**src/rtl/tmr_pkg.sv**
```systemverilog
package tmr_pkg;
  localparam int unsigned ADDR_W = 3;
  localparam int unsigned DATA_W = 8;
  localparam int unsigned N_TMR  = 2;

  localparam logic [ADDR_W-1:0] A_CFG  = 3'd0;
  localparam logic [ADDR_W-1:0] A_CTL  = 3'd1;
  localparam logic [ADDR_W-1:0] A_T0LO = 3'd2;
  localparam logic [ADDR_W-1:0] A_T0HI = 3'd3;
  localparam logic [ADDR_W-1:0] A_T1LO = 3'd4;
  localparam logic [ADDR_W-1:0] A_T1HI = 3'd5;

  typedef enum logic [1:0] {
    MD_13    = 2'b00,
    MD_16    = 2'b01,
    MD_8RL   = 2'b10,
    MD_SPLIT = 2'b11
  } tmr_mode_e;

  typedef struct packed {
    logic      gate_en;
    logic      evt_sel;
    tmr_mode_e mode;
  } tmr_cfg_t;
endpackage

```
**src/rtl/tmr_evt_sample.sv**
```systemverilog
module tmr_evt_sample #(
  parameter int unsigned N = 2
) (
  input  logic         clk_i,
  input  logic         rst_ni,
  input  logic         stb_i,
  input  logic [N-1:0] evt_i,
  output logic [N-1:0] fall_o
);
  logic [N-1:0] prev_q;

  for (genvar g = 0; g < N; g++) begin : g_ch
    always_ff @(posedge clk_i or negedge rst_ni) begin
      if (!rst_ni)    prev_q[g] <= 1'b0;
      else if (stb_i) prev_q[g] <= evt_i[g];
    end
    assign fall_o[g] = stb_i & prev_q[g] & ~evt_i[g];
  end
endmodule

```
**src/rtl/tmr_core.sv**
```systemverilog
module tmr_core
  import tmr_pkg::*;
#(
  parameter int unsigned W     = 8,
  parameter int unsigned PRE_W = 5,
  parameter bit          SPLIT = 1'b1
) (
  input  logic         clk_i,
  input  logic         rst_ni,
  input  tmr_mode_e    mode_i,
  input  logic         tick_i,
  input  logic         tick_hi_i,
  input  logic         wr_lo_i,
  input  logic         wr_hi_i,
  input  logic [W-1:0] wdata_i,
  output logic [W-1:0] lo_o,
  output logic [W-1:0] hi_o,
  output logic         ovf_o,
  output logic         ovf_hi_o
);
  localparam int unsigned S13_W = PRE_W + W + 1;
  localparam int unsigned S16_W = 2 * W + 1;
  localparam logic [W-1:0] ONE_B = W'(1);

  logic [W-1:0] lo_q, hi_q, lo_n, hi_n;
  logic [S13_W-1:0] s13;
  logic [S16_W-1:0] s16;
  logic [W-1:0] spl_lo_n, spl_hi_n;
  logic         spl_ovf, spl_ovf_hi;

  assign s13 = {1'b0, hi_q, lo_q[PRE_W-1:0]} + {{(S13_W-1){1'b0}}, 1'b1};
  assign s16 = {1'b0, hi_q, lo_q} + {{(S16_W-1){1'b0}}, 1'b1};

  if (SPLIT) begin : g_split
    assign spl_lo_n   = tick_i ? lo_q + ONE_B : lo_q;
    assign spl_ovf    = tick_i & (&lo_q);
    assign spl_hi_n   = tick_hi_i ? hi_q + ONE_B : hi_q;
    assign spl_ovf_hi = tick_hi_i & (&hi_q);
  end else begin : g_halt
    logic unused_tick_hi;
    assign unused_tick_hi = tick_hi_i;
    assign spl_lo_n   = lo_q;
    assign spl_hi_n   = hi_q;
    assign spl_ovf    = 1'b0;
    assign spl_ovf_hi = 1'b0;

    AST_HALT_HOLD: assert property (@(posedge clk_i) disable iff (!rst_ni)
      (mode_i == MD_SPLIT && !wr_lo_i && !wr_hi_i) |=> ($stable(lo_q) && $stable(hi_q)));
  end

  always_comb begin
    lo_n     = lo_q;
    hi_n     = hi_q;
    ovf_o    = 1'b0;
    ovf_hi_o = 1'b0;
    unique case (mode_i)
      MD_13: if (tick_i) begin
        lo_n  = {lo_q[W-1:PRE_W], s13[PRE_W-1:0]};
        hi_n  = s13[PRE_W +: W];
        ovf_o = s13[S13_W-1];
      end
      MD_16: if (tick_i) begin
        lo_n  = s16[W-1:0];
        hi_n  = s16[W +: W];
        ovf_o = s16[S16_W-1];
      end
      MD_8RL: if (tick_i) begin
        if (&lo_q) begin
          lo_n  = hi_q;
          ovf_o = 1'b1;
        end else begin
          lo_n  = lo_q + ONE_B;
        end
      end
      MD_SPLIT: begin
        lo_n     = spl_lo_n;
        hi_n     = spl_hi_n;
        ovf_o    = spl_ovf;
        ovf_hi_o = spl_ovf_hi;
      end
      default: ;
    endcase
    if (wr_lo_i) lo_n = wdata_i;
    if (wr_hi_i) hi_n = wdata_i;
  end

  always_ff @(posedge clk_i or negedge rst_ni) begin
    if (!rst_ni) begin
      lo_q <= '0;
      hi_q <= '0;
    end else begin
      lo_q <= lo_n;
      hi_q <= hi_n;
    end
  end

  assign lo_o = lo_q;
  assign hi_o = hi_q;

  AST_RELOAD_VAL: assert property (@(posedge clk_i) disable iff (!rst_ni)
    (mode_i == MD_8RL && tick_i && (&lo_q) && !wr_lo_i) |=> (lo_q == $past(hi_q)));
  AST_RELOAD_HI_KEEP: assert property (@(posedge clk_i) disable iff (!rst_ni)
    (mode_i == MD_8RL && !wr_hi_i) |=> $stable(hi_q));
  AST_M13_TOP_BITS: assert property (@(posedge clk_i) disable iff (!rst_ni)
    (mode_i == MD_13 && !wr_lo_i) |=> $stable(lo_q[W-1:PRE_W]));
endmodule

```
**src/rtl/dual_tmr_unit.sv**
```systemverilog
module dual_tmr_unit
  import tmr_pkg::*;
(
  input  logic              clk_i,
  input  logic              rst_ni,
  input  logic              cyc_stb_i,
  input  logic              wr_en_i,
  input  logic [ADDR_W-1:0] wr_addr_i,
  input  logic [DATA_W-1:0] wr_data_i,
  input  logic [ADDR_W-1:0] rd_addr_i,
  output logic [DATA_W-1:0] rd_data_o,
  input  logic [N_TMR-1:0]  evt_i,
  input  logic [N_TMR-1:0]  gate_pin_i,
  output logic [N_TMR-1:0]  ovf_o
);
  logic [DATA_W-1:0] cfg_q;
  logic [N_TMR-1:0]  run_q, flag_q, flag_set, fall;
  tmr_cfg_t          cfg0, cfg1;
  logic              wr_cfg, wr_ctl;
  logic              t0_split, run0_ok, run1_ok, tick0, tick1, tick0_hi;
  logic [DATA_W-1:0] t0_lo, t0_hi, t1_lo, t1_hi;
  logic              t0_ovf, t0_ovf_hi, t1_ovf, t1_unused_ovf_hi;

  assign cfg0   = tmr_cfg_t'(cfg_q[3:0]);
  assign cfg1   = tmr_cfg_t'(cfg_q[7:4]);
  assign wr_cfg = wr_en_i && (wr_addr_i == A_CFG);
  assign wr_ctl = wr_en_i && (wr_addr_i == A_CTL);

  tmr_evt_sample #(.N(N_TMR)) u_evt (
    .clk_i (clk_i), .rst_ni(rst_ni), .stb_i(cyc_stb_i), .evt_i(evt_i), .fall_o(fall)
  );

  assign t0_split = (cfg0.mode == MD_SPLIT);
  assign run0_ok  = run_q[0] & (~cfg0.gate_en | gate_pin_i[0]);
  // split layout takes timer 1's run bit away: it runs unconditionally
  assign run1_ok  = t0_split | (run_q[1] & (~cfg1.gate_en | gate_pin_i[1]));
  assign tick0    = cyc_stb_i & run0_ok & (cfg0.evt_sel ? fall[0] : 1'b1);
  assign tick1    = cyc_stb_i & run1_ok & (cfg1.evt_sel ? fall[1] : 1'b1);
  assign tick0_hi = cyc_stb_i & run_q[1];

  tmr_core #(.W(DATA_W), .PRE_W(5), .SPLIT(1'b1)) u_t0 (
    .clk_i(clk_i), .rst_ni(rst_ni), .mode_i(cfg0.mode), .tick_i(tick0),
    .tick_hi_i(tick0_hi),
    .wr_lo_i(wr_en_i && wr_addr_i == A_T0LO), .wr_hi_i(wr_en_i && wr_addr_i == A_T0HI),
    .wdata_i(wr_data_i), .lo_o(t0_lo), .hi_o(t0_hi), .ovf_o(t0_ovf), .ovf_hi_o(t0_ovf_hi)
  );

  tmr_core #(.W(DATA_W), .PRE_W(5), .SPLIT(1'b0)) u_t1 (
    .clk_i(clk_i), .rst_ni(rst_ni), .mode_i(cfg1.mode), .tick_i(tick1),
    .tick_hi_i(1'b0),
    .wr_lo_i(wr_en_i && wr_addr_i == A_T1LO), .wr_hi_i(wr_en_i && wr_addr_i == A_T1HI),
    .wdata_i(wr_data_i), .lo_o(t1_lo), .hi_o(t1_hi), .ovf_o(t1_ovf),
    .ovf_hi_o(t1_unused_ovf_hi)
  );

  assign flag_set[0] = t0_ovf;
  assign flag_set[1] = t0_split ? t0_ovf_hi : t1_ovf;

  always_ff @(posedge clk_i or negedge rst_ni) begin
    if (!rst_ni) begin
      cfg_q  <= '0;
      run_q  <= '0;
      flag_q <= '0;
    end else begin
      if (wr_cfg) cfg_q <= wr_data_i;
      if (wr_ctl) begin
        run_q  <= wr_data_i[1:0];
        flag_q <= wr_data_i[3:2] | flag_set;
      end else begin
        flag_q <= flag_q | flag_set;
      end
    end
  end

  always_comb begin
    unique case (rd_addr_i)
      A_CFG:   rd_data_o = cfg_q;
      A_CTL:   rd_data_o = {4'h0, flag_q, run_q};
      A_T0LO:  rd_data_o = t0_lo;
      A_T0HI:  rd_data_o = t0_hi;
      A_T1LO:  rd_data_o = t1_lo;
      A_T1HI:  rd_data_o = t1_hi;
      default: rd_data_o = '0;
    endcase
  end

  assign ovf_o = flag_q;

  AST_FLAG_STICKY: assert property (@(posedge clk_i) disable iff (!rst_ni)
    (flag_q[0] && !wr_ctl) |=> flag_q[0]);
  AST_STOP_HOLD: assert property (@(posedge clk_i) disable iff (!rst_ni)
    (!run_q[0] && !(wr_en_i && wr_addr_i == A_T0LO)) |=> $stable(t0_lo));
  AST_SPLIT_T1_QUIET: assert property (@(posedge clk_i) disable iff (!rst_ni)
    (t0_split && !t0_ovf_hi && !wr_ctl && !flag_q[1]) |=> !flag_q[1]);
endmodule

```
**config.mk**
```make
export PLATFORM = sky130hd
export DESIGN_NAME = dual_tmr_unit
export DESIGN_NICKNAME = d
export VERILOG_FILES = /design/src/rtl/tmr_pkg.sv /design/src/rtl/tmr_evt_sample.sv /design/src/rtl/tmr_core.sv /design/src/rtl/dual_tmr_unit.sv
export SDC_FILE = /design/constraint.sdc
export NUM_CORES = 1
export LEC_CHECK = 0
export CAP_MARGIN = 10
export CORE_AREA = 4 4 87 89
export DETAILED_ROUTE_END_ITERATION = 10
export DIE_AREA = 0 0 91 93
export GPL_TIMING_DRIVEN = 0
export PLACE_DENSITY = 0.8
export SYNTH_ARGS = -nofsm -noshare
export SYNTH_HDL_FRONTEND = slang
export SYNTH_SLANG_ARGS = --single-unit
```
**constraint.sdc**
```tcl
create_clock -name clk_i -period 2.8 [get_ports clk_i]
set_input_delay 0.56 -clock clk_i [delete_from_list [all_inputs] [get_ports clk_i]]
set_output_delay 0.56 -clock clk_i [all_outputs]
set_load 0.03 [all_outputs]
```
After elaboration in Yosys (flattened, before gate mapping)
Index checks and enable logic that the tools add are counted.
{"block": "classes", "n_addsub": 7, "n_eq_ne": 31, "n_mux": 37, "bitwise": 22, "n_reduce_logical": 21}
{"op": "$mux W8", "count": 16}
{"op": "$pmux W8 S3", "count": 2}
{"op": "$pmux W8 S6", "count": 1}
{"op": "$add A16 B1 Y17 const B", "count": 2}
{"op": "$pmux W8 S4", "count": 1}
{"op": "$add A13 B1 Y14 const B", "count": 2}
{"op": "$add A8 B1 Y8 const B", "count": 3}
{"op": "$reduce_and A8 Y1", "count": 3}
{"op": "$ne A3 B1 Y1 const B", "count": 7}
{"op": "$reduce_and A4 Y1", "count": 5}
{"op": "$pmux W8 S2", "count": 1}
{"op": "$ne A3 B2 Y1 const B", "count": 5}
{"op": "$and A1 B1 Y1", "count": 13}
{"op": "$eq A3 B2 Y1 const B", "count": 4}
{"op": "$eq A3 B3 Y1 const B", "count": 4}
{"op": "$mux W1", "count": 11}
{"op": "$mux W5", "count": 2}
{"op": "$eq A2 B2 Y1 const B", "count": 4}
{"op": "$pmux W1 S4", "count": 2}
{"op": "$eq A3 B1 Y1 const B", "count": 2}
{"op": "$logic_and A1 B1 Y1", "count": 6}
{"op": "$logic_not A3 Y1", "count": 2}
{"op": "$ne A2 B1 Y1 const B", "count": 3}
{"op": "$eq A2 B1 Y1 const B", "count": 2}
{"op": "other kinds (8)", "count": 15}
{"block": "totals", "regBits": 46, "in_bits": 22, "word_cells": 129}

Longest topological paths before layout
{"block": "logic_depth", "ltp_word": 11, "mapped_depth": 9}

Modules after synthesis
A second synthesis with hierarchy kept.
{"block": "hier_totals", "cells_unflattened": 493, "hier_area_um2": 4076.4}
{"mod": "tmr_core at u_t0", "n_inst": 1, "cells_each": 199, "area_each_um2": 1515.2, "seq_area_each_um2": 400.4}
{"mod": "tmr_core at u_t1", "n_inst": 1, "cells_each": 192, "area_each_um2": 1497.7, "seq_area_each_um2": 400.4}
{"mod": "dual_tmr_unit", "n_inst": 1, "cells_each": 96, "area_each_um2": 970.9, "seq_area_each_um2": 300.3}
{"mod": "tmr_evt_sample", "n_inst": 1, "cells_each": 6, "area_each_um2": 92.6, "seq_area_each_um2": 50.0}

Least setup slack after synthesis
OpenSTA, ideal clock, no wires.
{"block": "synth_timing", "path_kind": "input to output", "startpoint": "in rd_addr_i[0]", "endpoint": "out rd_data_o[2]", "arrival_time_ps": 1912, "setup_slack_ps": 328, "cell_stages": 4, "n_path_buf": 2, "path_cell_list": "buf_1 > buf_1 > mux2i_1 > o221ai_1"}
{"block": "synth_via", "elab_chain_len": 2, "word_cells_on_any_way": 7}
{"element": "from (decl)", "line": "dual_tmr_unit.sv:10", "text": "input logic [ADDR_W-1:0] rd_addr_i,"}
{"element": "$eq A3 B3 Y1 (tied with other cells)", "line": "dual_tmr_unit.sv:76", "text": "unique case (rd_addr_i)"}
{"element": "$pmux W8 S6 (*)", "line": "dual_tmr_unit.sv:76"}
{"element": "to (decl)", "line": "dual_tmr_unit.sv:11", "text": "output logic [DATA_W-1:0] rd_data_o,"}
Mark *: on every way between the ends. The rest lies on a longest branch, timed or not.

Worst setup path after layout
{"block": "layout_timing", "startpoint": "in rd_addr_i[0]", "endpoint": "out rd_data_o[4]"}
The elaborated chain is that of the path after synthesis.

==> results.yml <==
timing:
  finalHoldViolCount: 0
  slew_headroom: 0.552
  final.setup.tns_ps: 0
  finalMaxSlewViolations: 0
  tightest_slew_ps: 667
  fmax_mhz: 368
  skew_ps: 6.78
  fin_crit_sh: 0.972
  setup_viol: 0
  whs_ps: 131
  post-route-min-period_ps: 2720
  rsz0062_at_grt: "no"
floorplan:
  initial_core_util: 0.557
  rows: 30
  fp.dieW_um: 91
  dieArea_mm2: 0.00846
  die_h_um: 93
  coreArea_mm2: 0.00676
  io_pins: 32
global_route:
  grt_max_degree: 37
  grtUsageTotal: 0.280
  antenna_found_initial: 0
  grt_pass1_vias: 3649
  grt_pass1_wl_um: 19000
  gr-total-overflow: 0
clock_network:
  insertion_delay_ps: 300
  cts_tree: "done"
  cts_inserted_buffers: 5
  cts_buffer_depth: 2
  holdBufCountCts: 0
  clkSinkCount: 46
  clock_tree.root_cell: "clkbuf_8"
  path_clk_slew_ps: 90
  h-tree-depth: 2
power:
  power.density_mw_per_mm2: 736
  peakVddDrop_v: 0.000346
  p_leak_nw: 1.65
layout:
  syn2layout_area_growth_pct: 14.2
  regArea_mm2: 0.00115
  layout.nets: 546
  drive_gt1_frac: 0.0877
  antenna_cells: 0
  fill_cells: 576
  multi_input_area_mm2: 0.00245
setup_path:
  critical_path_arrival_ps: 2160
  path_cells: "clkdlybuf4s50_1, buf_6, mux2_2, a22oi_1, o22ai_1, buf_2"
  path_buf_inv: 3
  cpMaxStageDelayCell: "clkdlybuf4s50_1"
  crit_path_start_kind: "input port"
  max_stage_delay_ps: 560
  cp_max_fo: 10
  end_kind: "primary output"
  cp.required_ps: 2240
  setup.worst_path.class: "input port to primary output"
  path_delay_family: "buffers and inverters"
logic_synthesis:
  synth_flop_cell: "dfrtp_1"
  synth_mux_area_frac: 0.0702
  syn_nets: 506
  synth-compound-area-share: 0.273
  synth_top_family_by_area: "compound AO/OA/AOI/OAI gates"
  synth_cells: 472
  synthAdderAreaFrac: 0.0399
  synth-xor-area-share: 0.0326
  synthSimpleGateAreaFrac: 0.234
  ys_ff_latch: 46
  yosys_warnings: 0
  synth_top_cells_by_count: "o21ai_0 (52), dfrtp_1 (46), nand2_1 (45), nor2_1 (40), clkbuf_1 (24)"
  yosysMostFrequentCell: "o21ai_0"
  yosys.area.top_type: "dfrtp_1"
  synth-edff-count: 0
  synth_area_leaders: "dfrtp_1 (31%), o21ai_0 (6.9%), nand2_1 (4.5%)"
  synthArstFlopShare: 1.00
  syn_area_per_cell_um2: 7.97
  synth_top_cell_area_share: 0.306
  ys_seq_area_frac: 0.306
  synth.distinct_cells: 57
  synth.cell_area_mm2: 0.00376
route:
  firstDrtPassIters: 6
  wire_per_inst_um: 20.2
  num_vias: 4057
  drc: 0
  drt-initial-drc-count: 618
  ant_nets: 0
  viasPerCell: 6.84
  totalWireLength_um: 12000
placed_design:
  globalplace.congestion: 0.972
  numPortBuffers: 30
  dpl.hpwl_um: 8690
status:
  outcome: "completed"
job:
  drv_cap: 0
min_path:
  holdCritPathClass: "input port to asynchronous set/reset pin"
## cells by family after synthesis
group	after synthesis
buffers and inverters	43
DFF	46
xor gates and xnor gates	14
and+or+nand+nor	177
adders and majority gates	12
AOI/OAI and AO/OA	155
muxes	25
## sequential cells by signal (all words and copies together) (netlist names)
signal	cells
cfg_q	8
u_t0.hi_o	8
u_t0.lo_o	8
u_t1.hi_o	8
u_t1.lo_o	8
ovf_o	2
run_q	2
u_evt.prev_q	2
## timing repair
action,in CTS,in global routing
buffers inserted,2,0
pin swaps,1,0
endpoints found under the setup margin,14,12
endpoints found under the hold margin,0,0
resized for setup,22,13
## metrics by stage
| step | total power (W) | area (um2) | instances | setup WS [ps] | utilization |
|---|---|---|---|---|---|
| 5_1_grt | 0.00336 | 4300 | 593 | 13.0 | 0.636 |
| 3_3_place_gp | 0.00259 | 4160 | 582 | -860 | 0.616 |
| 2_1_floorplan | 0.00217 | 3760 | 472 | 328 | - |
| 3_5_place_dp | 0.00265 | 4180 | 583 | -871 | 0.618 |
| 6_report | 0.00316 | 4300 | 593 | 79.7 | 0.636 |
| 4_1_cts | 0.00310 | 4290 | 593 | 18.7 | 0.634 |
## power breakdown
group,internal [W],total (W),switching (W)
clock network,0.000200,0.000443,0.000243
logic,0.000633,0.00154,0.000908
registers,0.000873,0.00118,0.000307
## metal layers
layer  global-route usage  wire length (um)  part of all wire
met1                0.406              5050              0.42
met2                0.425              5170              0.43
met3               0.0459              1310              0.11
met4               0.0942               465             0.039
met5                    0                 0                 0
## final timing paths
kind                                 start         endpoint  slack, ps  cells past startpoint
setup / recovery              rd_addr_i[0]     rd_data_o[4]         80                      6
hold / removal                      rst_ni     u_t1.lo_o[6]        130                      1
hold reg to reg            u_evt.prev_q[0]  u_evt.prev_q[0]        520                      1
min in group clk_i         u_evt.prev_q[0]  u_evt.prev_q[0]        520                      1
setup reg to reg              u_t0.lo_o[0]     u_t0.lo_o[1]        310                      8
max in group asynchronous           rst_ni     u_t0.hi_o[7]       2170                      2
## area by class of cell
class,count,area share
multi-input cells,383,0.571
flip-flops and latches,46,0.268
repair buffers,33,0.0737
plain buffers,30,0.0315
well taps,80,0.0233
clock buffers,7,0.0201
inverters,13,0.0114
clock inverters,1,0.00117
## placed cells by master, fill, tap and decap left out, types with 4 or more instances in the layout
master and instances:
clkdlybuf4s50_1 21, a22oi_1 7, and2_1 4, nand2_1 45, o31ai_1 6, clkbuf_1 23, o21ai_1 6, mux2i_1 14
clkbuf_2 5, dfrtp_1 46, and4_1 4, a21oi_1 18, o211ai_1 7, clkbuf_8 6, and3_1 9, nor2b_1 8
mux2_2 11, o21ai_0 52, nand3_1 21, xnor2_1 7, nor2_1 39, a31oi_1 7, buf_2 5, ha_1 12
o22ai_1 8, nor3_1 9, nand4_1 8, inv_1 13, xor2_1 7, nor3b_1 4, nand2b_1 11, a221oi_1 12
(Power assumes the default switching activity.)
